[config.mk]
export PLATFORM = sky130hd
export DESIGN_NAME = fcm_top
export DESIGN_NICKNAME = d
export VERILOG_FILES = /design/src/rtl/fcm_pkg.sv /design/src/rtl/fcm_edge_sync.sv /design/src/rtl/fcm_gate_timer.sv /design/src/rtl/fcm_sat_counter.sv /design/src/rtl/fcm_top.sv
export SDC_FILE = /design/constraint.sdc
export NUM_CORES = 1
export LEC_CHECK = 0
export BUFFER_PORTS_ARGS = -buffer_cell sky130_fd_sc_hd__buf_4
export CORE_ASPECT_RATIO = 0.9
export CORE_MARGIN = 8
export CORE_UTILIZATION = 51
export DETAILED_ROUTE_END_ITERATION = 8
export PLACE_DENSITY = 0.72
export SLEW_MARGIN = 20
export SYNTH_ARGS = -nofsm -noshare
export SYNTH_HDL_FRONTEND = slang
export SYNTH_SLANG_ARGS = --single-unit
[constraint.sdc]
create_clock -name clk -period 3.5 [get_ports clk]
set_clock_uncertainty 0.1 [all_clocks]
set_input_delay 0 -clock clk [delete_from_list [all_inputs] [get_ports clk]]
set_output_delay 0 -clock clk [all_outputs]
set_load 0.02 [all_outputs]
[src/rtl/fcm_pkg.sv]
package fcm_pkg;

    localparam int unsigned NUM_SRC = 3;
    localparam int unsigned RES_W   = 16;
    localparam logic [2:0]  ADDR_CTL = 3'd0;

    // Physical source index; SRC_NONE marks an unused selector code.
    typedef enum logic [1:0] {
        SRC_PRESC = 2'd0,
        SRC_IF    = 2'd1,
        SRC_CAL   = 2'd2,
        SRC_NONE  = 2'd3
    } src_e;

    typedef struct packed {
        logic [2:0] sel;
        logic [1:0] gate;
        logic       start;
    } ctl_t;

    function automatic src_e decode_src(input logic [2:0] code);
        src_e r;
        case (code)
            3'd1, 3'd7: r = SRC_IF;
            3'd2, 3'd3: r = SRC_PRESC;
            3'd4, 3'd5: r = SRC_CAL;
            default:    r = SRC_NONE;
        endcase
        return r;
    endfunction

    function automatic int unsigned gate_ms(input logic [1:0] code);
        int unsigned r;
        case (code)
            2'd0:    r = 4;
            2'd1:    r = 8;
            2'd2:    r = 32;
            default: r = 64;
        endcase
        return r;
    endfunction

endpackage

[src/rtl/fcm_edge_sync.sv]
module fcm_edge_sync #(
    parameter int unsigned N      = 3,
    parameter int unsigned STAGES = 2
) (
    input  logic         clk,
    input  logic         rst,
    input  logic [N-1:0] async_i,
    output logic [N-1:0] rise_o
);
    localparam int unsigned SH_W = STAGES + 1;

    for (genvar g = 0; g < N; g++) begin : g_ch
        logic [SH_W-1:0] sh_q;
        always_ff @(posedge clk) begin
            if (rst) sh_q <= '0;
            else     sh_q <= {sh_q[SH_W-2:0], async_i[g]};
        end
        // Edge detected on the synchronised level only.
        assign rise_o[g] = sh_q[SH_W-2] & ~sh_q[SH_W-1];
    end
endmodule

[src/rtl/fcm_gate_timer.sv]
module fcm_gate_timer
    import fcm_pkg::*;
#(
    parameter int unsigned REF_KHZ = 1000
) (
    input  logic       clk,
    input  logic       rst,
    input  logic       launch_i,
    input  logic [1:0] code_i,
    output logic       open_o,
    output logic       end_o
);
    localparam int unsigned MAX_TICKS = 64 * REF_KHZ;
    localparam int unsigned TW        = $clog2(MAX_TICKS + 1);

    logic [TW-1:0] tick_q;
    logic [TW-1:0] last_q;
    logic          open_q;

    always_ff @(posedge clk) begin
        if (rst) begin
            open_q <= 1'b0;
            tick_q <= '0;
            last_q <= '0;
        end else if (launch_i) begin
            open_q <= 1'b1;
            tick_q <= '0;
            last_q <= TW'(gate_ms(code_i) * REF_KHZ - 1);
        end else if (open_q) begin
            if (tick_q == last_q) open_q <= 1'b0;
            else                  tick_q <= tick_q + 1'b1;
        end
    end

    assign open_o = open_q;
    assign end_o  = open_q && (tick_q == last_q);
endmodule

[src/rtl/fcm_sat_counter.sv]
module fcm_sat_counter #(
    parameter int unsigned W = 16
) (
    input  logic         clk,
    input  logic         rst,
    input  logic         clr_i,
    input  logic         inc_i,
    output logic [W-1:0] cnt_o
);
    localparam logic [W-1:0] TOP = '1;

    logic [W-1:0] cnt_q;

    always_ff @(posedge clk) begin
        if (rst || clr_i)                cnt_q <= '0;
        else if (inc_i && cnt_q != TOP)  cnt_q <= cnt_q + 1'b1;
    end

    assign cnt_o = cnt_q;
endmodule

[src/rtl/fcm_top.sv]
module fcm_top
    import fcm_pkg::*;
#(
    parameter int unsigned REF_KHZ = 1000,
    parameter int unsigned CNT_W   = 16
) (
    input  logic       clk,
    input  logic       rst,
    input  logic       pre_clk_i,
    input  logic       if_clk_i,
    input  logic       cal_clk_i,
    input  logic       wr_en_i,
    input  logic [2:0] addr_i,
    input  logic [7:0] wdata_i,
    output logic [7:0] rdata_o
);
    ctl_t               ctl_q;
    src_e               run_src;
    logic               ctl_wr;
    logic               launch;
    logic               gate_open;
    logic               gate_end;
    logic               done_q;
    logic               sel_rise;
    logic [NUM_SRC-1:0] src_vec;
    logic [NUM_SRC-1:0] rise;
    logic [CNT_W-1:0]   cnt_val;
    logic [CNT_W-1:0]   res_q [NUM_SRC];
    logic [RES_W-1:0]   res16 [NUM_SRC];
    logic               unused_wbits;

    assign unused_wbits = ^{wdata_i[7], wdata_i[3]};
    assign src_vec      = {cal_clk_i, if_clk_i, pre_clk_i};
    assign run_src      = decode_src(ctl_q.sel);

    // Control accepted only while idle.
    assign ctl_wr = wr_en_i && (addr_i == ADDR_CTL) && !ctl_q.start;
    assign launch = ctl_wr && wdata_i[0];

    always_ff @(posedge clk) begin
        if (rst) begin
            ctl_q <= '0;
        end else if (ctl_wr) begin
            ctl_q.sel   <= wdata_i[6:4];
            ctl_q.gate  <= wdata_i[2:1];
            ctl_q.start <= wdata_i[0];
        end else if (done_q) begin
            ctl_q.start <= 1'b0;
        end
    end

    always_ff @(posedge clk) begin
        if (rst) done_q <= 1'b0;
        else     done_q <= gate_end;
    end

    fcm_edge_sync #(.N(NUM_SRC), .STAGES(2)) u_sync (
        .clk     (clk),
        .rst     (rst),
        .async_i (src_vec),
        .rise_o  (rise)
    );

    always_comb begin
        case (run_src)
            SRC_PRESC: sel_rise = rise[0];
            SRC_IF:    sel_rise = rise[1];
            SRC_CAL:   sel_rise = rise[2];
            default:   sel_rise = 1'b0;
        endcase
    end

    fcm_gate_timer #(.REF_KHZ(REF_KHZ)) u_gate (
        .clk      (clk),
        .rst      (rst),
        .launch_i (launch),
        .code_i   (wdata_i[2:1]),
        .open_o   (gate_open),
        .end_o    (gate_end)
    );

    fcm_sat_counter #(.W(CNT_W)) u_cnt (
        .clk   (clk),
        .rst   (rst),
        .clr_i (launch),
        .inc_i (gate_open && sel_rise),
        .cnt_o (cnt_val)
    );

    // Result store, one cycle after the window closes.
    always_ff @(posedge clk) begin
        if (rst) begin
            for (int i = 0; i < NUM_SRC; i++) res_q[i] <= '0;
        end else if (done_q) begin
            for (int i = 0; i < NUM_SRC; i++) begin
                if (run_src == SRC_NONE)      res_q[i] <= '0;
                else if (run_src == src_e'(i)) res_q[i] <= cnt_val;
            end
        end
    end

    for (genvar g = 0; g < NUM_SRC; g++) begin : g_ext
        assign res16[g] = RES_W'(res_q[g]);
    end

    always_comb begin
        rdata_o = '0;
        if (addr_i == ADDR_CTL) begin
            rdata_o = {1'b0, ctl_q.sel, 1'b0, ctl_q.gate, ctl_q.start};
        end else begin
            for (int i = 0; i < NUM_SRC; i++) begin
                if (addr_i[2:1] == 2'(i + 1))
                    rdata_o = addr_i[0] ? res16[i][15:8] : res16[i][7:0];
            end
        end
    end
endmodule

==> flow_summary.html, run 1 <==
<table>
<tr><th>Metric</th><th>Value</th></tr>
<tr><th colspan="2">Yosys</th></tr>
<tr><td>Largest area contributor in the netlist</td><td>sky130_fd_sc_hd__edfxtp_1</td></tr>
<tr><td>Share of async-settable or async-resettable flops after synthesis</td><td>0</td></tr>
<tr><td>Post-synth EDFFs</td><td>48</td></tr>
<tr><td>Synthesis Warnings</td><td>0</td></tr>
<tr><td>Most frequent cells after synthesis</td><td>sky130_fd_sc_hd__dfxtp_1 (60), sky130_fd_sc_hd__and2_1 (51), sky130_fd_sc_hd__edfxtp_1 (48), sky130_fd_sc_hd__nor2_1 (44), sky130_fd_sc_hd__nand2_1 (33)</td></tr>
<tr><td>Fraction of post-synthesis cell area in the top cell type by area</td><td>0.2628</td></tr>
<tr><td>Synthesized area</td><td>roughly 5500 sq um</td></tr>
<tr><td>Number of register bits inferred by synthesis</td><td>108</td></tr>
<tr><td>Mapped Cells</td><td>around 530</td></tr>
<tr><td>Top post-synthesis cells by area</td><td>sky130_fd_sc_hd__edfxtp_1 (26%), sky130_fd_sc_hd__dfxtp_1 (22%), sky130_fd_sc_hd__and2_1 (5.8%)</td></tr>
<tr><td>Dominant register cell in the synthesized netlist</td><td>sky130_fd_sc_hd__dfxtp_1</td></tr>
<tr><td>Cell with the most instances after synthesis</td><td>sky130_fd_sc_hd__dfxtp_1</td></tr>
<tr><td>Mean post-synth cell area</td><td>10.31 sq um</td></tr>
<tr><td>Number of nets in the synthesized netlist</td><td>570</td></tr>
<tr><td>Distinct cells, synth</td><td>67</td></tr>
<tr><td>Sequential area share after synthesis</td><td>0.4819</td></tr>
<tr><th colspan="2">Critical path</th></tr>
<tr><td>CP Capture Type</td><td>register</td></tr>
<tr><td>Largest fanout of any net on the critical path</td><td>6</td></tr>
<tr><td>Chain of cells forming the critical path</td><td>dlygate4sd3_1, buf_4, inv_1, ha_1, inv_1, ha_1, xnor2_1, ha_1, ha_1, ha_1, inv_1, o21ai_0, a31oi_1, xnor2_1, nand2_1, a21oi_1</td></tr>
<tr><td>Crit path top cell by count</td><td>sky130_fd_sc_hd__ha_1</td></tr>
<tr><td>Data arrival time of the critical path</td><td>3.28 ns</td></tr>
<tr><td>Kind of cell with the highest combined delay on the critical path</td><td>adder cells</td></tr>
<tr><td>Slowest-stage cell, CP</td><td>sky130_fd_sc_hd__dlygate4sd3_1</td></tr>
<tr><td>Worst setup path category</td><td>primary input to register</td></tr>
<tr><td>Startpoint type of the worst setup path</td><td>primary input</td></tr>
<tr><td>Largest incremental delay on the critical path</td><td>0.53 ns</td></tr>
<tr><td>Required time reported for the critical path endpoint</td><td>3.67 ns</td></tr>
<tr><td>Buffers and inverters on the worst path</td><td>5</td></tr>
<tr><th colspan="2">Route</th></tr>
<tr><td>Routed len/inst</td><td>16.21 um</td></tr>
<tr><td>1st-pass router iterations</td><td>5</td></tr>
<tr><td>Vias per std cell</td><td>5.549</td></tr>
<tr><td>Count of vias placed by the detailed router</td><td>3901</td></tr>
<tr><td>Number of remaining DRC errors</td><td>0</td></tr>
<tr><td>Number of nets with antenna violations after detailed routing</td><td>0</td></tr>
<tr><td>Initial DRC count</td><td>277</td></tr>
<tr><td>Total routed wirelength</td><td>11390 um</td></tr>
<tr><th colspan="2">Cells and area</th></tr>
<tr><td>Count of inserted antenna diode cells</td><td>0</td></tr>
<tr><td>Syn-to-layout area delta</td><td>13.51%</td></tr>
<tr><td>Layout filler cell count</td><td>915</td></tr>
<tr><td>Area of all placed cells without fillers</td><td>just over 6000 sq um</td></tr>
<tr><td>Share of cells above drive strength 1</td><td>0.1298</td></tr>
<tr><td>Number of nets in the layout</td><td>between 600 and 700</td></tr>
<tr><th colspan="2">Floorplan</th></tr>
<tr><td>Starting Density</td><td>0.5137</td></tr>
<tr><td>FP Rows</td><td>36</td></tr>
<tr><td>Die boundary width</td><td>125.3 um</td></tr>
<tr><td>Area of the placeable core</td><td>10680 sq um</td></tr>
<tr><td>Die Footprint</td><td>14330 sq um</td></tr>
<tr><td>Height of the die</td><td>about 110 um</td></tr>
<tr><td>I/O Pins</td><td>25</td></tr>
<tr><th colspan="2">Clock network</th></tr>
<tr><td>CTS tree</td><td>done</td></tr>
<tr><td>Count of cells resized by post-cts repair</td><td>0</td></tr>
<tr><td>Clock Latency Late Sink</td><td>approximately 0.34 ns</td></tr>
<tr><td>Number of buffers inserted by post-CTS setup repair</td><td>0</td></tr>
<tr><td>Clock-pin transition on the worst setup and hold timing paths</td><td>0.07 ns</td></tr>
<tr><td>Number of clock buffers inserted by TritonCTS</td><td>9</td></tr>
<tr><td>Clk sink count</td><td>108</td></tr>
<tr><td>CTS HTree Levels</td><td>3</td></tr>
<tr><td>CTS Root Buffer Type</td><td>sky130_fd_sc_hd__clkbuf_16</td></tr>
<tr><td>Maximum count of clock buffers along a single path</td><td>2</td></tr>
<tr><td>Count of hold-fix buffers inserted at cts</td><td>18</td></tr>
<tr><th colspan="2">GRT</th></tr>
<tr><td>Wire length of the first global-routing pass</td><td>about 19000 um</td></tr>
<tr><td>Number of antenna violations at the first check in global routing</td><td>0</td></tr>
<tr><td>Global-route usage over all layers</td><td>0.1646</td></tr>
<tr><td>Remaining global-route overflow</td><td>0</td></tr>
<tr><td>Vias in the first global route</td><td>3841</td></tr>
<tr><td>Largest net degree at the start of global routing</td><td>37</td></tr>
<tr><th colspan="2">STA</th></tr>
<tr><td>Setup TNS</td><td>0 ns</td></tr>
<tr><td>Final Max Tran Viols</td><td>0</td></tr>
<tr><td>Endpoints failing setup</td><td>0</td></tr>
<tr><td>Final worst path period need</td><td>3.113 ns</td></tr>
<tr><td>Worst hold-check slack</td><td>~0.29 ns</td></tr>
<tr><td>Share of the cycle needed by the critical path after routing</td><td>0.8893</td></tr>
<tr><td>Relative slew slack</td><td>0.4278</td></tr>
<tr><td>Worst-margin pin slew</td><td>0.8583 ns</td></tr>
<tr><td>Unrepaired setup endpoints after global routing</td><td>no</td></tr>
<tr><td>Fmax achieved</td><td>0.3213 GHz</td></tr>
<tr><td>Number of hold violations in the final report</td><td>0</td></tr>
<tr><th colspan="2">Run status</th></tr>
<tr><td>Result of the run</td><td>complete, no violations</td></tr>
<tr><th colspan="2">Power and ir drop</th></tr>
<tr><td>Peak supply drop</td><td>0.3175 mV</td></tr>
<tr><td>Reported leakage power</td><td>around 2.4 nW</td></tr>
<tr><td>Power per unit of standard cell area</td><td>about 410 nW/um^2</td></tr>
<tr><th colspan="2">Run</th></tr>
<tr><td>Max-capacitance violation count</td><td>0</td></tr>
<tr><th colspan="2">Placed design</th></tr>
<tr><td>Input/output buffers</td><td>22</td></tr>
<tr><td>Half-perimeter wire length after detailed placement</td><td>7859 um</td></tr>
<tr><td>Last weighted congestion value of the routability-driven placer</td><td>between 0.8 and 0.9</td></tr>
<tr><td>Standard cell area after detailed placement</td><td>5757 sq um</td></tr>
<tr><th colspan="2">Worst hold path</th></tr>
<tr><td>Path class of the lowest-slack min-delay path</td><td>primary input to register</td></tr>
</table>
-- sequential cells by signal, summed over array words and instances (netlist names) --
name / flops
ctl_q: 6
done_q: 1
res_q: 48
u_cnt.cnt_o: 16
u_gate.last_q: 11
u_gate.open_o: 1
u_gate.tick_q: 16
u_sync.g_ch.sh_q: 9
-- cells by family (layout without fill, tap and decap cells) --
kind of cell | Yosys count | in the layout | synth area share
adder cells (fa/ha/maj) | 21 | 21 | 0.04791
AO/OA/AOI/OAI | 84 | 84 | 0.1040
multiplexers | 20 | 20 | 0.04746
XOR/XNOR | 37 | 37 | 0.06046
buffers and inverters | 39 | 77 | 0.03080
flip-flops | 108 | 108 | 0.4819
AND/OR/NAND/NOR | 223 | 223 | 0.2275
-- power breakdown --
part	switching [mW]	internal, mW	leakage (nW)	total [mW]
logic	0.134	0.105	1.24	0.239
registers	0.0120	1.34	0.980	1.36
clock network	0.431	0.556	0.137	0.987
-- metrics by stage --
stage / total power, mW / cells / util / worst slack, ns
final: 2.582 / 703 / 0.5831 / 0.3873
after global routing: 2.667 / 703 / 0.5831 / 0.2031
after CTS: 2.595 / 703 / 0.5831 / 0.4170
after detailed placement: 1.609 / 669 / 0.5393 / 0.6433
after global placement: 1.603 / 669 / 0.5393 / 0.7271
after floorplan: 1.542 / 532 / - / 1.025
-- placed cells by master, fill, tap and decap left out, drive strengths merged, types with 2 or more instances in the layout --
cell,n
a21oi,29
nor2,45
dfxtp,60
xor2,24
o21ai,19
nor4bb,3
or4,4
nand4,14
buf,27
a221oi,2
mux4,4
nor2b,15
and3,7
mux2,8
a31oi,4
a221o,2
o21a,2
xnor2,13
clkbuf,12
ha,21
nand2b,3
inv,16
dlygate4sd3,18
a211oi,11
or3,11
edfxtp,48
nand3,18
o22ai,2
clkinv,2
o31ai,4
a22o,2
nor4,4
nand3b,4
and2,52
nand2,34
mux2i,8
-- worst reg2reg max path: stages, from the launching register on --
cell and delay [ns]:
sky130_fd_sc_hd__dfxtp_1 0.36, sky130_fd_sc_hd__or4_1 0.58, sky130_fd_sc_hd__o22ai_2 0.20, sky130_fd_sc_hd__nand3_1 0.16
sky130_fd_sc_hd__o21ai_4 0.44, sky130_fd_sc_hd__a21oi_1 0.12, sky130_fd_sc_hd__dlygate4sd3_1 0.56
-- metal layers --
layer	wire, um	share of wire	vias to the layer above	track usage
met5	0	0	-	0
met4	178	0.016	0	0.07131
met3	364	0.032	10	0.01909
met2	5438	0.48	61	0.2738
met1	5411	0.47	1882	0.2136
li1	-	-	1948	-
-- path summary, 6_finish.rpt --
| kind | end | depth (start not counted) | slack, ns | startpoint |
|---|---|---|---|---|
| setup / recovery | u_gate.last_q[14] | 16 | 0.39 | wdata_i[2] |
| hold / removal | ctl_q[1] | 4 | 0.29 | wr_en_i |
| setup reg to reg | u_gate.open_o | 6 | 0.85 | u_gate.tick_q[0] |
| hold reg to reg | u_sync.g_ch[0].sh_q[1] | 1 | 0.34 | u_sync.g_ch[0].sh_q[0] |
-- cell type report --
| class | instances | area [sq um] | share of cell area |
|---|---|---|---|
| Clock inverter | 4 | 51.30 | 0.008241 |
| Sequential cell | 108 | 2643 | 0.4245 |
| Clock buffer | 12 | 236.5 | 0.03799 |
| Inverter | 16 | 60.06 | 0.009648 |
| Timing Repair Buffer | 45 | 382.9 | 0.06151 |
| Multi-Input combinational cell | 385 | 2685 | 0.4314 |
| Tap cell | 133 | 166.4 | 0.02673 |
(Power assumes the default switching activity.)
==> inputs of run 2 (changes only) <==
==> constraint.sdc (replaced) <==
create_clock -name clk -period 3.8 [get_ports clk]
set_clock_uncertainty 0.1 [all_clocks]
set_input_delay 0 -clock clk [delete_from_list [all_inputs] [get_ports clk]]
set_output_delay 0 -clock clk [all_outputs]
set_load 0.02 [all_outputs]
==> flow_summary.html, run 2 (synthesized netlist as in run 1, its figures left out) <==
<table>
<tr><th>Metric</th><th>Value</th></tr>
<tr><th colspan="2">Worst hold path</th></tr>
<tr><td>Path class of the lowest-slack min-delay path</td><td>primary input to register</td></tr>
<tr><td>End point of the most critical hold path</td><td>ctl_q[0]</td></tr>
<tr><td>Worst hold stages</td><td>4</td></tr>
<tr><td>Startpoint of the lowest-slack hold path</td><td>wr_en_i</td></tr>
<tr><th colspan="2">Run</th></tr>
<tr><td>Max-capacitance violation count</td><td>0</td></tr>
<tr><th colspan="2">Placed design</th></tr>
<tr><td>Last weighted congestion value of the routability-driven placer</td><td>roughly 0.85</td></tr>
<tr><td>Half-perimeter wire length after detailed placement</td><td>roughly 7600 um</td></tr>
<tr><td>Input/output buffers</td><td>22</td></tr>
<tr><th colspan="2">GRT</th></tr>
<tr><td>Wire length of the first global-routing pass</td><td>18920 um</td></tr>
<tr><td>Remaining global-route overflow</td><td>0</td></tr>
<tr><td>Global-route usage over all layers</td><td>0.1620</td></tr>
<tr><td>Number of antenna violations at the first check in global routing</td><td>0</td></tr>
<tr><td>Vias in the first global route</td><td>~3900</td></tr>
<tr><td>Largest net degree at the start of global routing</td><td>37</td></tr>
<tr><th colspan="2">STA</th></tr>
<tr><td>Worst hold-check slack</td><td>0.2611 ns</td></tr>
<tr><td>Share of the cycle needed by the critical path after routing</td><td>0.8408</td></tr>
<tr><td>Relative slew slack</td><td>0.3136</td></tr>
<tr><td>Final Max Tran Viols</td><td>0</td></tr>
<tr><td>Endpoints failing setup</td><td>0</td></tr>
<tr><td>Fmax achieved</td><td>0.3130 GHz</td></tr>
<tr><td>Worst-margin pin slew</td><td>just over 1 ns</td></tr>
<tr><td>Unrepaired setup endpoints after global routing</td><td>no</td></tr>
<tr><td>Number of hold violations in the final report</td><td>0</td></tr>
<tr><td>Final worst path period need</td><td>3.195 ns</td></tr>
<tr><td>Setup TNS</td><td>0 ns</td></tr>
<tr><th colspan="2">Power and ir drop</th></tr>
<tr><td>Peak supply drop</td><td>about 0.21 mV</td></tr>
<tr><td>Share of total power in combinational logic</td><td>0.090</td></tr>
<tr><td>Power per unit of standard cell area</td><td>392.2 nW/um^2</td></tr>
<tr><td>Share of power burned in the clock network</td><td>0.402</td></tr>
<tr><td>Total net switching power</td><td>0.5421 mW</td></tr>
<tr><td>Internal power</td><td>between 1.5 and 2 mW</td></tr>
<tr><td>Sw Ratio</td><td>0.2207</td></tr>
<tr><td>Reported leakage power</td><td>2.381 nW</td></tr>
<tr><td>Sequential share of power</td><td>0.508</td></tr>
<tr><th colspan="2">Floorplan</th></tr>
<tr><td>FP Rows</td><td>36</td></tr>
<tr><td>Starting Density</td><td>0.5137</td></tr>
<tr><td>Area of the placeable core</td><td>10680 sq um</td></tr>
<tr><td>Height of the die</td><td>~110 um</td></tr>
<tr><td>I/O Pins</td><td>25</td></tr>
<tr><td>Die boundary width</td><td>125.3 um</td></tr>
<tr><td>Die Footprint</td><td>14330 sq um</td></tr>
<tr><th colspan="2">Clock network</th></tr>
<tr><td>Count of cells resized by post-cts repair</td><td>0</td></tr>
<tr><td>Clock-pin transition on the worst setup and hold timing paths</td><td>~0.07 ns</td></tr>
<tr><td>Maximum count of clock buffers along a single path</td><td>2</td></tr>
<tr><td>CTS tree</td><td>done</td></tr>
<tr><td>Number of buffers inserted by post-CTS setup repair</td><td>0</td></tr>
<tr><td>Clk sink count</td><td>108</td></tr>
<tr><td>Count of hold-fix buffers inserted at cts</td><td>19</td></tr>
<tr><td>Clock Latency Late Sink</td><td>between 0.3 and 0.4 ns</td></tr>
<tr><td>CTS HTree Levels</td><td>3</td></tr>
<tr><td>Number of clock buffers inserted by TritonCTS</td><td>9</td></tr>
<tr><td>CTS Root Buffer Type</td><td>sky130_fd_sc_hd__clkbuf_16</td></tr>
<tr><th colspan="2">Cells and area</th></tr>
<tr><td>Top reg by flops</td><td>res_q</td></tr>
<tr><td>Share of cells above drive strength 1</td><td>0.1331</td></tr>
<tr><td>Number of nets in the layout</td><td>just over 600</td></tr>
<tr><td>Commonest non-fill, non-tap cell in the layout</td><td>sky130_fd_sc_hd__dfxtp_1</td></tr>
<tr><td>Count of inserted antenna diode cells</td><td>0</td></tr>
<tr><td>Syn-to-layout area delta</td><td>14.21%</td></tr>
<tr><td>Commonest cells after routing, fill and taps aside</td><td>sky130_fd_sc_hd__dfxtp_1 (60), sky130_fd_sc_hd__and2_1 (51), sky130_fd_sc_hd__edfxtp_1 (48)</td></tr>
<tr><td>Flip-flop count of the largest register, all copies and words added</td><td>48</td></tr>
<tr><th colspan="2">Route</th></tr>
<tr><td>Vias per std cell</td><td>around 5.6</td></tr>
<tr><td>Number of remaining DRC errors</td><td>0</td></tr>
<tr><td>1st-pass router iterations</td><td>5</td></tr>
<tr><td>Total routed wirelength</td><td>11250 um</td></tr>
<tr><td>Initial DRC count</td><td>roughly 270</td></tr>
<tr><td>Count of vias placed by the detailed router</td><td>around 4000</td></tr>
<tr><td>Number of nets with antenna violations after detailed routing</td><td>0</td></tr>
<tr><td>Routed len/inst</td><td>15.98 um</td></tr>
<tr><th colspan="2">Critical path</th></tr>
<tr><td>Largest fanout of any net on the critical path</td><td>6</td></tr>
<tr><td>Worst setup path category</td><td>primary input to register</td></tr>
<tr><td>Data arrival time of the critical path</td><td>3.37 ns</td></tr>
<tr><td>Register-to-register setup slack</td><td>approximately 1.1 ns</td></tr>
<tr><td>Required time reported for the critical path endpoint</td><td>3.97 ns</td></tr>
<tr><td>CP Capture Type</td><td>register</td></tr>
<tr><td>R2R depth</td><td>6</td></tr>
<tr><td>R2r startpoint</td><td>u_gate.tick_q[12]</td></tr>
<tr><td>Startpoint type of the worst setup path</td><td>primary input</td></tr>
<tr><td>Capture point of the worst reg-to-reg path</td><td>u_gate.open_o</td></tr>
<tr><th colspan="2">Run status</th></tr>
<tr><td>Result of the run</td><td>complete, no violations</td></tr>
</table>
==> run 2: worst max path at each step <==
stage                     from                end  cells past startpoint
floorplan           wdata_i[1]  u_gate.last_q[14]                     13
global placement    wdata_i[1]  u_gate.last_q[14]                     14
detailed placement  wdata_i[1]  u_gate.last_q[14]                     15
CTS                 wdata_i[1]  u_gate.last_q[14]                     16
global route        wdata_i[1]  u_gate.last_q[14]                     16
finish              wdata_i[1]  u_gate.last_q[14]                     16
==> run 2: area by class of cell <==
| class | instances | area [sq um] |
|---|---|---|
| Multi-Input combinational cell | 385 | 2685 |
| Sequential cell | 108 | 2643 |
| Inverter | 16 | 60.06 |
| Clock inverter | 6 | 87.58 |
| Clock buffer | 10 | 229.0 |
| Timing Repair Buffer | 46 | 392.9 |
| Fill cell | 897 | 4412 |
| Tap cell | 133 | 166.4 |
==> run 2: routing by layer <==
layer | GRT usage | share of wire | up-vias
met5 | 0 | 0 | -
met4 | 0.05348 | 0.015 | 0
met3 | 0.02374 | 0.032 | 15
met2 | 0.2738 | 0.47 | 63
met1 | 0.2096 | 0.48 | 1932
li1 | - | - | 1967
==> run 2: worst max-delay path, cell delays in order <==
cell and delay, ns:
sky130_fd_sc_hd__dlygate4sd3_1 0.54, sky130_fd_sc_hd__buf_4 0.16, sky130_fd_sc_hd__inv_1 0.13, sky130_fd_sc_hd__ha_1 0.29, sky130_fd_sc_hd__inv_1 0.09, sky130_fd_sc_hd__ha_1 0.25
sky130_fd_sc_hd__xnor2_1 0.20, sky130_fd_sc_hd__ha_1 0.26, sky130_fd_sc_hd__ha_1 0.29, sky130_fd_sc_hd__ha_1 0.35, sky130_fd_sc_hd__inv_1 0.06, sky130_fd_sc_hd__o21ai_0 0.21
sky130_fd_sc_hd__a31oi_1 0.13, sky130_fd_sc_hd__xnor2_1 0.17, sky130_fd_sc_hd__nand2_1 0.07, sky130_fd_sc_hd__a21oi_1 0.17
==> run 2: power groups by stage <==
stage	Sequential, mW	Combinational, mW	Clock [mW]
after global placement	1.27	0.203	0
after floorplan	1.27	0.150	0
after CTS	1.25	0.223	0.998
final	1.25	0.222	0.986
after global routing	1.25	0.243	1.05
after detailed placement	1.27	0.209	0
==> run 2: through the flow <==
step | utilization | setup WS, ns | std cells | power [mW] | cell area [sq um]
after floorplan | - | 1.325 | 532 | 1.420 | 5484
after detailed placement | 0.5393 | 0.8623 | 669 | 1.484 | 5757
final | 0.5867 | 0.6049 | 704 | 2.456 | 6264
after CTS | 0.5867 | 0.5975 | 704 | 2.469 | 6264
after global placement | 0.5393 | 0.9973 | 669 | 1.476 | 5757
after global routing | 0.5867 | 0.3726 | 704 | 2.547 | 6264
